<file path="src/rtl/gpx_pkg.sv">
package gpx_pkg;
  typedef enum logic [1:0] {
    REG_DIR   = 2'd0,
    REG_STATE = 2'd1,
    REG_IEN   = 2'd2,
    REG_CTRL  = 2'd3
  } gpx_reg_e;

  localparam int unsigned CTL_LATCH  = 0;
  localparam int unsigned CTL_MDM_HI = 1;
  localparam int unsigned CTL_MDM_LO = 2;
  localparam int unsigned CTL_SRST   = 3;
  localparam int unsigned CTL_W      = 3;

  // pin roles inside a modem group
  localparam int unsigned NIB_RI  = 3;
  localparam int unsigned NIB_CD  = 2;
  localparam int unsigned NIB_DTR = 1;
  localparam int unsigned NIB_DSR = 0;

  typedef struct packed {
    logic mdm_lo;
    logic mdm_hi;
    logic latch;
  } gpx_ctrl_t;
endpackage

</file>
<file path="src/rtl/gpx_sync.sv">
module gpx_sync #(
  parameter int unsigned W = 8
) (
  input  logic         clk_i,
  input  logic         rst_ni,
  input  logic [W-1:0] d_i,
  output logic [W-1:0] q_o
);
  logic [W-1:0] s1_q, s2_q;

  always_ff @(posedge clk_i or negedge rst_ni) begin
    if (!rst_ni) begin
      s1_q <= '0;
      s2_q <= '0;
    end else begin
      s1_q <= d_i;
      s2_q <= s1_q;
    end
  end

  assign q_o = s2_q;
endmodule

</file>
<file path="src/rtl/gpx_regs.sv">
module gpx_regs
  import gpx_pkg::*;
#(
  parameter int unsigned DW = 8
) (
  input  logic          clk_i,
  input  logic          rst_ni,
  input  logic          wr_en_i,
  input  logic [1:0]    addr_i,
  input  logic [DW-1:0] wdata_i,
  output logic [DW-1:0] dir_o,
  output logic [DW-1:0] out_o,
  output logic [DW-1:0] ien_o,
  output gpx_ctrl_t     ctrl_o,
  output logic          srst_o
);
  logic [DW-1:0] dir_q, out_q, ien_q;
  gpx_ctrl_t     ctrl_q;

  assign srst_o = wr_en_i && (gpx_reg_e'(addr_i) == REG_CTRL) && wdata_i[CTL_SRST];

  always_ff @(posedge clk_i or negedge rst_ni) begin
    if (!rst_ni) begin
      dir_q  <= '0;
      out_q  <= '0;
      ien_q  <= '0;
      ctrl_q <= '0;
    end else if (srst_o) begin
      dir_q  <= '0;
      out_q  <= '0;
      ien_q  <= '0;
      ctrl_q <= '0;
    end else if (wr_en_i) begin
      case (gpx_reg_e'(addr_i))
        REG_DIR:   dir_q <= wdata_i;
        REG_STATE: out_q <= wdata_i;
        REG_IEN:   ien_q <= wdata_i;
        REG_CTRL: begin
          ctrl_q.latch  <= wdata_i[CTL_LATCH];
          ctrl_q.mdm_hi <= wdata_i[CTL_MDM_HI];
          ctrl_q.mdm_lo <= wdata_i[CTL_MDM_LO];
        end
      endcase
    end
  end

  assign dir_o  = dir_q;
  assign out_o  = out_q;
  assign ien_o  = ien_q;
  assign ctrl_o = ctrl_q;

  a_r11_srst_clears: assert property (@(posedge clk_i) disable iff (!rst_ni)
    srst_o |=> (dir_q == '0 && out_q == '0 && ien_q == '0 && ctrl_q == '0));
endmodule

</file>
<file path="src/rtl/gpx_chg.sv">
module gpx_chg #(
  parameter int unsigned NPIN = 8
) (
  input  logic            clk_i,
  input  logic            rst_ni,
  input  logic [NPIN-1:0] sync_i,
  input  logic [NPIN-1:0] armed_i,
  input  logic            latch_i,
  input  logic            clr_i,
  output logic [NPIN-1:0] pend_o,
  output logic [NPIN-1:0] view_o
);
  for (genvar i = 0; i < NPIN; i++) begin : g_pin
    logic ref_q, held_q, diff;

    assign diff = sync_i[i] ^ ref_q;

    always_ff @(posedge clk_i or negedge rst_ni) begin
      if (!rst_ni) begin
        ref_q  <= 1'b0;
        held_q <= 1'b0;
      end else begin
        // reference follows the pin while disarmed or on a clear
        if (!armed_i[i] || clr_i) ref_q <= sync_i[i];
        held_q <= latch_i & armed_i[i] & ~clr_i & (held_q | diff);
      end
    end

    assign pend_o[i] = latch_i ? held_q : (armed_i[i] & diff);
    // a held event reports the level that caused it: the inverse of the reference
    assign view_o[i] = held_q ? ~ref_q : sync_i[i];

    a_r8_latched_hold: assert property (@(posedge clk_i) disable iff (!rst_ni)
      (latch_i && armed_i[i] && !clr_i && held_q) |=> (held_q && $stable(ref_q)));
    a_r7_clear_drops: assert property (@(posedge clk_i) disable iff (!rst_ni)
      clr_i |=> !held_q);
    a_r4_disarmed_quiet: assert property (@(posedge clk_i) disable iff (!rst_ni)
      !armed_i[i] |=> !held_q);
  end
endmodule

</file>
<file path="src/rtl/gpx_nib_mux.sv">
module gpx_nib_mux
  import gpx_pkg::*;
#(
  parameter  int unsigned NPIN = 8,
  localparam int unsigned NNIB = NPIN / 4
) (
  input  logic              clk_i,
  input  logic              rst_ni,
  input  logic [NNIB-1:0]   mdm_mode_i,
  input  logic [NPIN-1:0]   dir_i,
  input  logic [NPIN-1:0]   out_i,
  input  logic [NPIN-1:0]   sync_i,
  input  logic [NNIB-1:0]   mdm_dtr_i,
  input  logic [NNIB-1:0]   mdm_ien_i,
  output logic [NPIN-1:0]   pin_o,
  output logic [NPIN-1:0]   pin_oe_o,
  output logic [NPIN-1:0]   gpio_msk_o,
  output logic [3*NNIB-1:0] mdm_in_o,
  output logic [NNIB-1:0]   mdm_chg_o
);
  logic [NPIN-1:0] prev_q;

  always_ff @(posedge clk_i or negedge rst_ni) begin
    if (!rst_ni) prev_q <= '0;
    else         prev_q <= sync_i;
  end

  for (genvar n = 0; n < NNIB; n++) begin : g_nib
    localparam int unsigned B = 4 * n;
    logic [3:0] po_n, oe_n, sy_n, pv_n;

    assign sy_n = sync_i[B+3:B];
    assign pv_n = prev_q[B+3:B];

    always_comb begin
      if (mdm_mode_i[n]) begin
        po_n          = 4'b0;
        oe_n          = 4'b0;
        po_n[NIB_DTR] = mdm_dtr_i[n];
        oe_n[NIB_DTR] = 1'b1;
      end else begin
        po_n = out_i[B+3:B];
        oe_n = dir_i[B+3:B];
      end
    end

    assign pin_o[B+3:B]      = po_n;
    assign pin_oe_o[B+3:B]   = oe_n;
    assign gpio_msk_o[B+3:B] = {4{~mdm_mode_i[n]}};
    assign mdm_in_o[3*n+2:3*n] = mdm_mode_i[n] ?
                                 {sy_n[NIB_RI], sy_n[NIB_CD], sy_n[NIB_DSR]} : 3'b0;
    assign mdm_chg_o[n] = mdm_mode_i[n] & mdm_ien_i[n] &
                          ((sy_n[NIB_RI]  ^ pv_n[NIB_RI]) |
                           (sy_n[NIB_CD]  ^ pv_n[NIB_CD]) |
                           (sy_n[NIB_DSR] ^ pv_n[NIB_DSR]));
  end
endmodule

</file>
<file path="src/rtl/gpio_xpdr.sv">
module gpio_xpdr
  import gpx_pkg::*;
#(
  parameter  int unsigned NPIN = 8,
  localparam int unsigned NNIB = NPIN / 4
) (
  input  logic              clk_i,
  input  logic              rst_ni,
  input  logic              wr_en_i,
  input  logic              rd_en_i,
  input  logic [1:0]        addr_i,
  input  logic [NPIN-1:0]   wdata_i,
  output logic [NPIN-1:0]   rdata_o,
  input  logic [NPIN-1:0]   pin_i,
  output logic [NPIN-1:0]   pin_o,
  output logic [NPIN-1:0]   pin_oe_o,
  output logic              irq_o,
  input  logic [NNIB-1:0]   mdm_dtr_i,
  input  logic [NNIB-1:0]   mdm_ien_i,
  output logic [3*NNIB-1:0] mdm_in_o,
  output logic [NNIB-1:0]   mdm_chg_o
);
  logic [NPIN-1:0] dir_q, out_q, ien_q, sync, pend, view, gpio_msk, armed, st_rd;
  logic [NNIB-1:0] mdm_mode;
  gpx_ctrl_t       ctrl_q;
  logic            srst, clr;

  gpx_regs #(.DW(NPIN)) u_regs (
    .clk_i  (clk_i),
    .rst_ni (rst_ni),
    .wr_en_i(wr_en_i),
    .addr_i (addr_i),
    .wdata_i(wdata_i),
    .dir_o  (dir_q),
    .out_o  (out_q),
    .ien_o  (ien_q),
    .ctrl_o (ctrl_q),
    .srst_o (srst)
  );

  gpx_sync #(.W(NPIN)) u_sync (
    .clk_i (clk_i),
    .rst_ni(rst_ni),
    .d_i   (pin_i),
    .q_o   (sync)
  );

  // control bit 1 owns the upper group, bit 2 the lower one
  assign mdm_mode = {ctrl_q.mdm_hi, ctrl_q.mdm_lo};

  gpx_nib_mux #(.NPIN(NPIN)) u_mux (
    .clk_i     (clk_i),
    .rst_ni    (rst_ni),
    .mdm_mode_i(mdm_mode),
    .dir_i     (dir_q),
    .out_i     (out_q),
    .sync_i    (sync),
    .mdm_dtr_i (mdm_dtr_i),
    .mdm_ien_i (mdm_ien_i),
    .pin_o     (pin_o),
    .pin_oe_o  (pin_oe_o),
    .gpio_msk_o(gpio_msk),
    .mdm_in_o  (mdm_in_o),
    .mdm_chg_o (mdm_chg_o)
  );

  assign armed = gpio_msk & ~dir_q & ien_q;
  assign clr   = (rd_en_i && (gpx_reg_e'(addr_i) == REG_STATE)) || srst;

  gpx_chg #(.NPIN(NPIN)) u_chg (
    .clk_i  (clk_i),
    .rst_ni (rst_ni),
    .sync_i (sync),
    .armed_i(armed),
    .latch_i(ctrl_q.latch),
    .clr_i  (clr),
    .pend_o (pend),
    .view_o (view)
  );

  assign irq_o = |pend;

  always_comb begin
    for (int i = 0; i < NPIN; i++) st_rd[i] = (gpio_msk[i] & dir_q[i]) ? out_q[i] : view[i];
  end

  always_comb begin
    case (gpx_reg_e'(addr_i))
      REG_DIR:   rdata_o = dir_q;
      REG_STATE: rdata_o = st_rd;
      REG_IEN:   rdata_o = ien_q;
      REG_CTRL:  rdata_o = {{(NPIN-CTL_W){1'b0}}, ctrl_q};
    endcase
  end

  for (genvar n = 0; n < NNIB; n++) begin : g_chk
    a_r10_gpio_group_quiet: assert property (@(posedge clk_i) disable iff (!rst_ni)
      !mdm_mode[n] |-> (mdm_in_o[3*n+2:3*n] == 3'b0 && !mdm_chg_o[n]));
    a_r9_modem_group_dirs: assert property (@(posedge clk_i) disable iff (!rst_ni)
      mdm_mode[n] |-> (pin_oe_o[4*n+3:4*n] == 4'b0010 && pin_o[4*n+NIB_DTR] == mdm_dtr_i[n]
                       && !armed[4*n+3] && !armed[4*n]));
  end
endmodule

</file>
<file path="config.mk">
export PLATFORM = sky130hd
export DESIGN_NAME = gpio_xpdr
export DESIGN_NICKNAME = d
export VERILOG_FILES = /design/src/rtl/gpx_pkg.sv /design/src/rtl/gpx_sync.sv /design/src/rtl/gpx_regs.sv /design/src/rtl/gpx_chg.sv /design/src/rtl/gpx_nib_mux.sv /design/src/rtl/gpio_xpdr.sv
export SDC_FILE = /design/constraint.sdc
export NUM_CORES = 1
export LEC_CHECK = 0
export ABC_AREA = 1
export ABC_CLOCK_PERIOD_IN_PS = 1300
export CAP_MARGIN = 20
export CORE_ASPECT_RATIO = 1.5
export CORE_MARGIN = 2
export CORE_UTILIZATION = 40
export DETAILED_ROUTE_END_ITERATION = 6
export DONT_BUFFER_PORTS = 1
export SYNTH_ARGS = -nofsm -noshare
export SYNTH_HDL_FRONTEND = slang
export SYNTH_SLANG_ARGS = --single-unit
</file>
<file path="constraint.sdc">
create_clock -name clk_i -period 1.3 [get_ports clk_i]
set_input_delay 0.13 -clock clk_i [delete_from_list [all_inputs] [get_ports clk_i]]
set_output_delay 0.13 -clock clk_i [all_outputs]
set_load 0.05 [all_outputs]
</file>
# [Word-level counts from Yosys, hierarchy flattened]
# Cells that the tools add are included.
[totals] input_bits=26 reg_bits=67
[classes] reduce_logical=31 n_bitwise=84 eq_ne=3 muxes=43
[ops] cell="$mux 8" count=9
[ops] cell="$and 1x1->1" count=44
[ops] cell="$pmux 8 s4" count=1
[ops] cell="$mux 1" count=24
[ops] cell="$and 8x8->8" count=2
[ops] cell="$mux 4" count=4
[ops] cell="$mux 3" count=5
[ops] cell="$xor 1x1->1" count=14
[ops] cell="$or 1x1->1" count=12
[ops] cell="$not 1->1" count=11
[ops] cell="$reduce_bool 2->1" count=5
[ops] cell="$logic_or 1x1->1" count=9
[ops] cell="$logic_not 1->1" count=8
[ops] cell="$not 8->8" count=1
[ops] cell="$reduce_and 2->1" count=4
[ops] cell="$reduce_or 8->1" count=1
[ops] cell="$eq 2x2->1 const B" count=2
[ops] cell="$logic_and 1x1->1" count=3
[ops] cell="$eq 2x1->1 const B" count=1
[ops] cell="$logic_not 2->1" count=1

# [Depth between registers and ports, before layout]
[depth] depth_word=7 mapped_depth=9 mapped_depth_nobuf=9

# [Cells and area by module]
# From an unflattened synthesis, not the netlist that was laid out.
[hier_totals] hier_cells=506 area_unflattened_um2=3582.2
[by_module_without_submodules] mod="gpx_regs" seq_area_each_um2=675.6 area_each_um2=1141.1 instances=1 cells_each=115
[by_module_without_submodules] mod="gpx_chg" seq_area_each_um2=400.4 area_each_um2=1066.0 instances=1 cells_each=180
[by_module_without_submodules] mod="gpx_nib_mux" seq_area_each_um2=150.1 area_each_um2=528.0 instances=1 cells_each=92
[by_module_without_submodules] mod="gpio_xpdr" seq_area_each_um2=0.0 area_each_um2=446.7 instances=1 cells_each=103
[by_module_without_submodules] mod="gpx_sync" seq_area_each_um2=400.4 area_each_um2=400.4 instances=1 cells_each=16

# [Least setup slack after synthesis]
# Ideal clock, no wire load.
[synth_path] path_kind="register -> output" from="register, netlist name u_regs.ctrl_o[2]" to="output port pin_o[1]" stages_incl_launch_ff=3 t_arrival_ns=1.700 n_path_buf=1 path_slack_ns=-0.530 required_ns=1.170 cell_sequence="dfrtp_1 clkbuf_1 o21ai_0"
[synth_between] elab_chain_cells=1
[synth_lines] item="$mux 4" line_no="gpx_nib_mux.sv:36" text="if (mdm_mode_i[n]) begin"
[synth_lines] item="end: declaration" line_no="gpio_xpdr.sv:15" text="output logic [NPIN-1:0] pin_o,"
# No other way between the ends.

# [Worst setup path after layout]
[layout_path] from="register, netlist name u_regs.ctrl_o[2]" to="output port rdata_o[0]"
[layout_between] elab_chain_cells=4
[layout_lines] item="$not 1->1" line_no="gpx_nib_mux.sv:49" text="assign gpio_msk_o[B+3:B] = {4{~mdm_mode_i[n]}};"
[layout_lines] item="$and 1x1->1" line_no="gpio_xpdr.sv:84" text="for (int i = 0; i < NPIN; i++) st_rd[i] = (gpio_msk[i] & dir_q[i]) ? out_q[i] : view[i];"
[layout_lines] item="$mux 1" line_no="gpio_xpdr.sv:84"
[layout_lines] item="$pmux 8 s4" line_no="gpio_xpdr.sv:88" text="case (gpx_reg_e'(addr_i))"
[layout_lines] item="end: declaration" line_no="gpio_xpdr.sv:13" text="output logic [NPIN-1:0] rdata_o,"
# No other way between the ends.

==> impl_metrics.py <==
metrics = {
    "status": {
        "outcome": "complete, but fails checks",
        "violations": "negative hold slack, negative setup slack",
    },
    "clocking": {
        "count_of_hold_buffers_inserted_by_post_cts_repair": 12,
        "max-clock-path-buffers": 2,
        "cts_tree": "yes",
        "cts_max_level": 3,
        "path_clk_slew_ps": 50,
        "clock-sinks": 65,
        "clock_tree.root_cell": "sky130_fd_sc_hd__clkbuf_16",
        "clk_latency_ps": 340,
        "cts_buffers": 9,
    },
    "worst_hold_path": {
        "hp-class": "in2async",
    },
    "logic_synthesis": {
        "yosys_warnings": 0,
        "dominant_combinational_cell_family_by_area_after_synthesis": "simple AND/OR/NAND/NOR gates",
        "synth_sequential_area_ratio": 0.513,
        "mappedNetlistNets": 407,
        "post_synth_instance_area_mm2": 0.00317,
        "share_of_the_synthesized_area_in_compound_gates_ao_oa_aoi_oai": 0.143,
        "yosys_register_bits": 65,
        "post_synth_mux_area_share": 0,
        "post_synthesis_instance_total": 381,
        "post_synth_num_cell_types": 28,
        "yosys.area_share.adder": 0,
        "yosys.area_share.simple": 0.238,
        "yosys.area_share.xor_xnor": 0.0221,
        "synthesis.area_per_instance_um2": 8.33,
    },
    "flow_run": {
        "cap_viol_max_count": 0,
    },
    "timing": {
        "setup_total_negative_slack_ps": -10540,
        "timing.final.crit_period_ps": 1790,
        "final_min_period_over_clock_period": 1.38,
        "finalHoldWorstSlack_ps": -509,
        "setup_ws_ps": -488,
        "max_freq_mhz": 559,
        "worst_pin_slew_ps": 785,
        "drv_slew": 0,
        "finalHoldViolations": 65,
        "setup_viol_count_final": 32,
        "rsz_0062_raised_after_global_routing": "true",
        "relSlewSlack": 0.477,
        "clock_skew_ps": 8.58,
    },
    "place": {
        "gpl.final_weighted_congestion": 0.870,
        "hpwlAfterDp_mm": 6.14,
        "pre_cts_slack_ps": -224,
        "port-buffer-count": 0,
        "detailed_place.area_mm2": 0.00420,
    },
    "cells_and_area": {
        "regArea_mm2": 0.00163,
        "final_layout_size_suffix_gt1_frac": 0.379,
        "summed_area_of_non_filler_cells_in_the_final_layout_mm2": 0.00506,
        "area_growth_pct": 59.5,
        "utilization": 0.661,
        "final_net_count": 514,
        "multi_input_comb_area_mm2": 0.00152,
        "fillers": 613,
        "diodes_inserted": 0,
    },
    "setup_path": {
        "crit_path_max_incr_delay_ps": 410,
        "cp_cell_sequence": "inv_2, buf_4, nand2_1, nand2_1, o22ai_1, a21oi_1, nand2_1, buf_12",
        "startpoint_class_of_the_critical_path": "flop",
        "critical_path_class": "reg2out",
        "timing.critical_path.mode_cell": "sky130_fd_sc_hd__nand2_1",
        "cp-end-kind": "output port",
        "critical_path_rt_ps": 1170,
        "critPathMaxFanout": 5,
        "crit_slowest_cell": "sky130_fd_sc_hd__dfrtp_1",
        "crit_arrival_ps": 1660,
    },
    "global_routing": {
        "overflow": 0,
        "grt_pass1_wl_mm": 14.4,
        "grt_start_max_net_pins": 66,
        "via_count_of_the_first_global_routing_pass": 2979,
        "grt_antenna_before_repair": 0,
        "gr-usage-all-layers": 0.218,
    },
    "pwr": {
        "power_density_of_the_placed_cells_mw_per_mm2": 1520,
        "worst_vdd_rail_ir_drop_mv": 0.977,
        "power.leakage_nw": 2.49,
    },
    "drt": {
        "drt-initial-drc-count": 201,
        "wire_per_inst_um": 15.0,
        "drtAntennaViolNets": 0,
        "avgViaCountPerCell": 5.05,
        "wl_mm": 8.92,
        "detail_route.first_pass.iterations": 7,
        "drc_errors": 0,
        "num_vias": 3003,
    },
    "floorplan": {
        "floorplan.rows": 39,
        "start_util": 0.414,
        "core_mm2": 0.00766,
        "num_io_pins": 59,
        "floorplan.die_area_mm2": 0.00868,
        "chipHeight_um": 113,
        "dieWidth_um": 76.7,
    },
}
-- synth_stat cells (all sizes together) --
cell type  count  area share
o221ai         1      0.0028
buf            5       0.016
nor3           3      0.0047
o22ai          4      0.0079
nor2          27       0.043
clkbuf         3      0.0035
nor4           1      0.0020
clkinv         1      0.0012
inv           54       0.064
xnor2          7       0.019
nand3         28       0.048
dfrtp         65        0.51
xor2           1      0.0028
a21oi          9       0.020
o21ai         45       0.089
o211ai        10       0.024
nand2        117        0.14
-- state kept, by name (all words and copies together) (netlist names) --
signal and cells:
u_chg.g_pin.ref_q 8, u_regs.dir_o 8, u_mux.prev_q 6, u_regs.out_o 8
u_regs.ien_o 8, u_regs.ctrl_o 3, u_sync.s1_q 8, u_chg.g_pin.held_q 8
u_sync.q_o 8
-- per-layer routing --
metal  GRT usage  wire (µm)  vias to the layer above
li1            -          -                     1444
met4       0.135        346                        0
met1       0.259       3450                     1433
met3      0.0478        479                       25
met2       0.360       4640                      101
met5           0          0                        -
-- power by group --
part | internal [W] | switching [W] | total [W]
clock | 0.00152 | 0.000867 | 0.00239
combinational | 0.00131 | 0.00157 | 0.00288
sequential | 0.00224 | 0.000177 | 0.00241
-- logic make-up after synthesis --
logic type / after synthesis
xor gates and xnor gates: 8
DFF: 65
AOI/OAI and AO/OA: 69
and+or+nand+nor: 176
buffers and inverters: 63
-- metrics by stage --
| stage | hold WS, ps | power [W] | cells |
|---|---|---|---|
| after floorplan | -166 | 0.00376 | 381 |
| after global placement | -163 | 0.00478 | 554 |
| after detailed placement | -164 | 0.00482 | 554 |
| after CTS | -519 | 0.00750 | 587 |
| after global routing | -519 | 0.00800 | 595 |
| final | -509 | 0.00768 | 595 |
-- worst paths after layout --
check                                 start                    to  slack (ps)  cells after the start
max                        u_regs.ctrl_o[2]            rdata_o[0]        -490                      8
max reg2reg                u_regs.ctrl_o[1]  u_chg.g_pin[6].ref_q         140                      6
min in group clk_i               wdata_i[4]       u_regs.out_o[4]          20                      2
max in group asynchronous            rst_ni        u_sync.s1_q[7]        1700                      0
min reg2reg                  u_sync.s1_q[7]         u_sync.q_o[7]         350                      0
min                                  rst_ni       u_regs.out_o[2]        -510                      0
-- layout make-up --
class                      count  area share
sequential                    65       0.321
multi-input combinational    253       0.300
tap                          102      0.0252
timing repair buffer         104       0.252
clock inverter                 6      0.0114
inverter                      55      0.0435
clock buffer                  10      0.0472
-- timing repair --
action,in CTS,in global routing
buffers inserted,8,11
cloned,0,0
hold endpoints to repair,81,65
resized for setup,64,43
pin swaps,18,17
endpoints found under the setup margin,33,33
-- placed cells by master, fill, tap and decap left out, drive strengths merged --
cell type / n
nor3: 3
a21oi: 9
clkinvlp: 2
o211ai: 10
nor2: 27
nand2: 117
nor4: 1
nand3: 28
clkbuf: 10
dlygate4sd3: 12
xor2: 1
clkinv: 4
inv: 54
bufinv: 1
o221ai: 1
o22ai: 4
dfrtp: 65
xnor2: 7
buf: 92
o21ai: 45
-- critical path, delay by kind of cell, from the launching register on --
family          cells  cell delay, ps
compound gates      2             210
buf+inv             3             430
flops               1             410
simple gates        3             270
No activity file was read; power rests on OpenSTA's default activity.
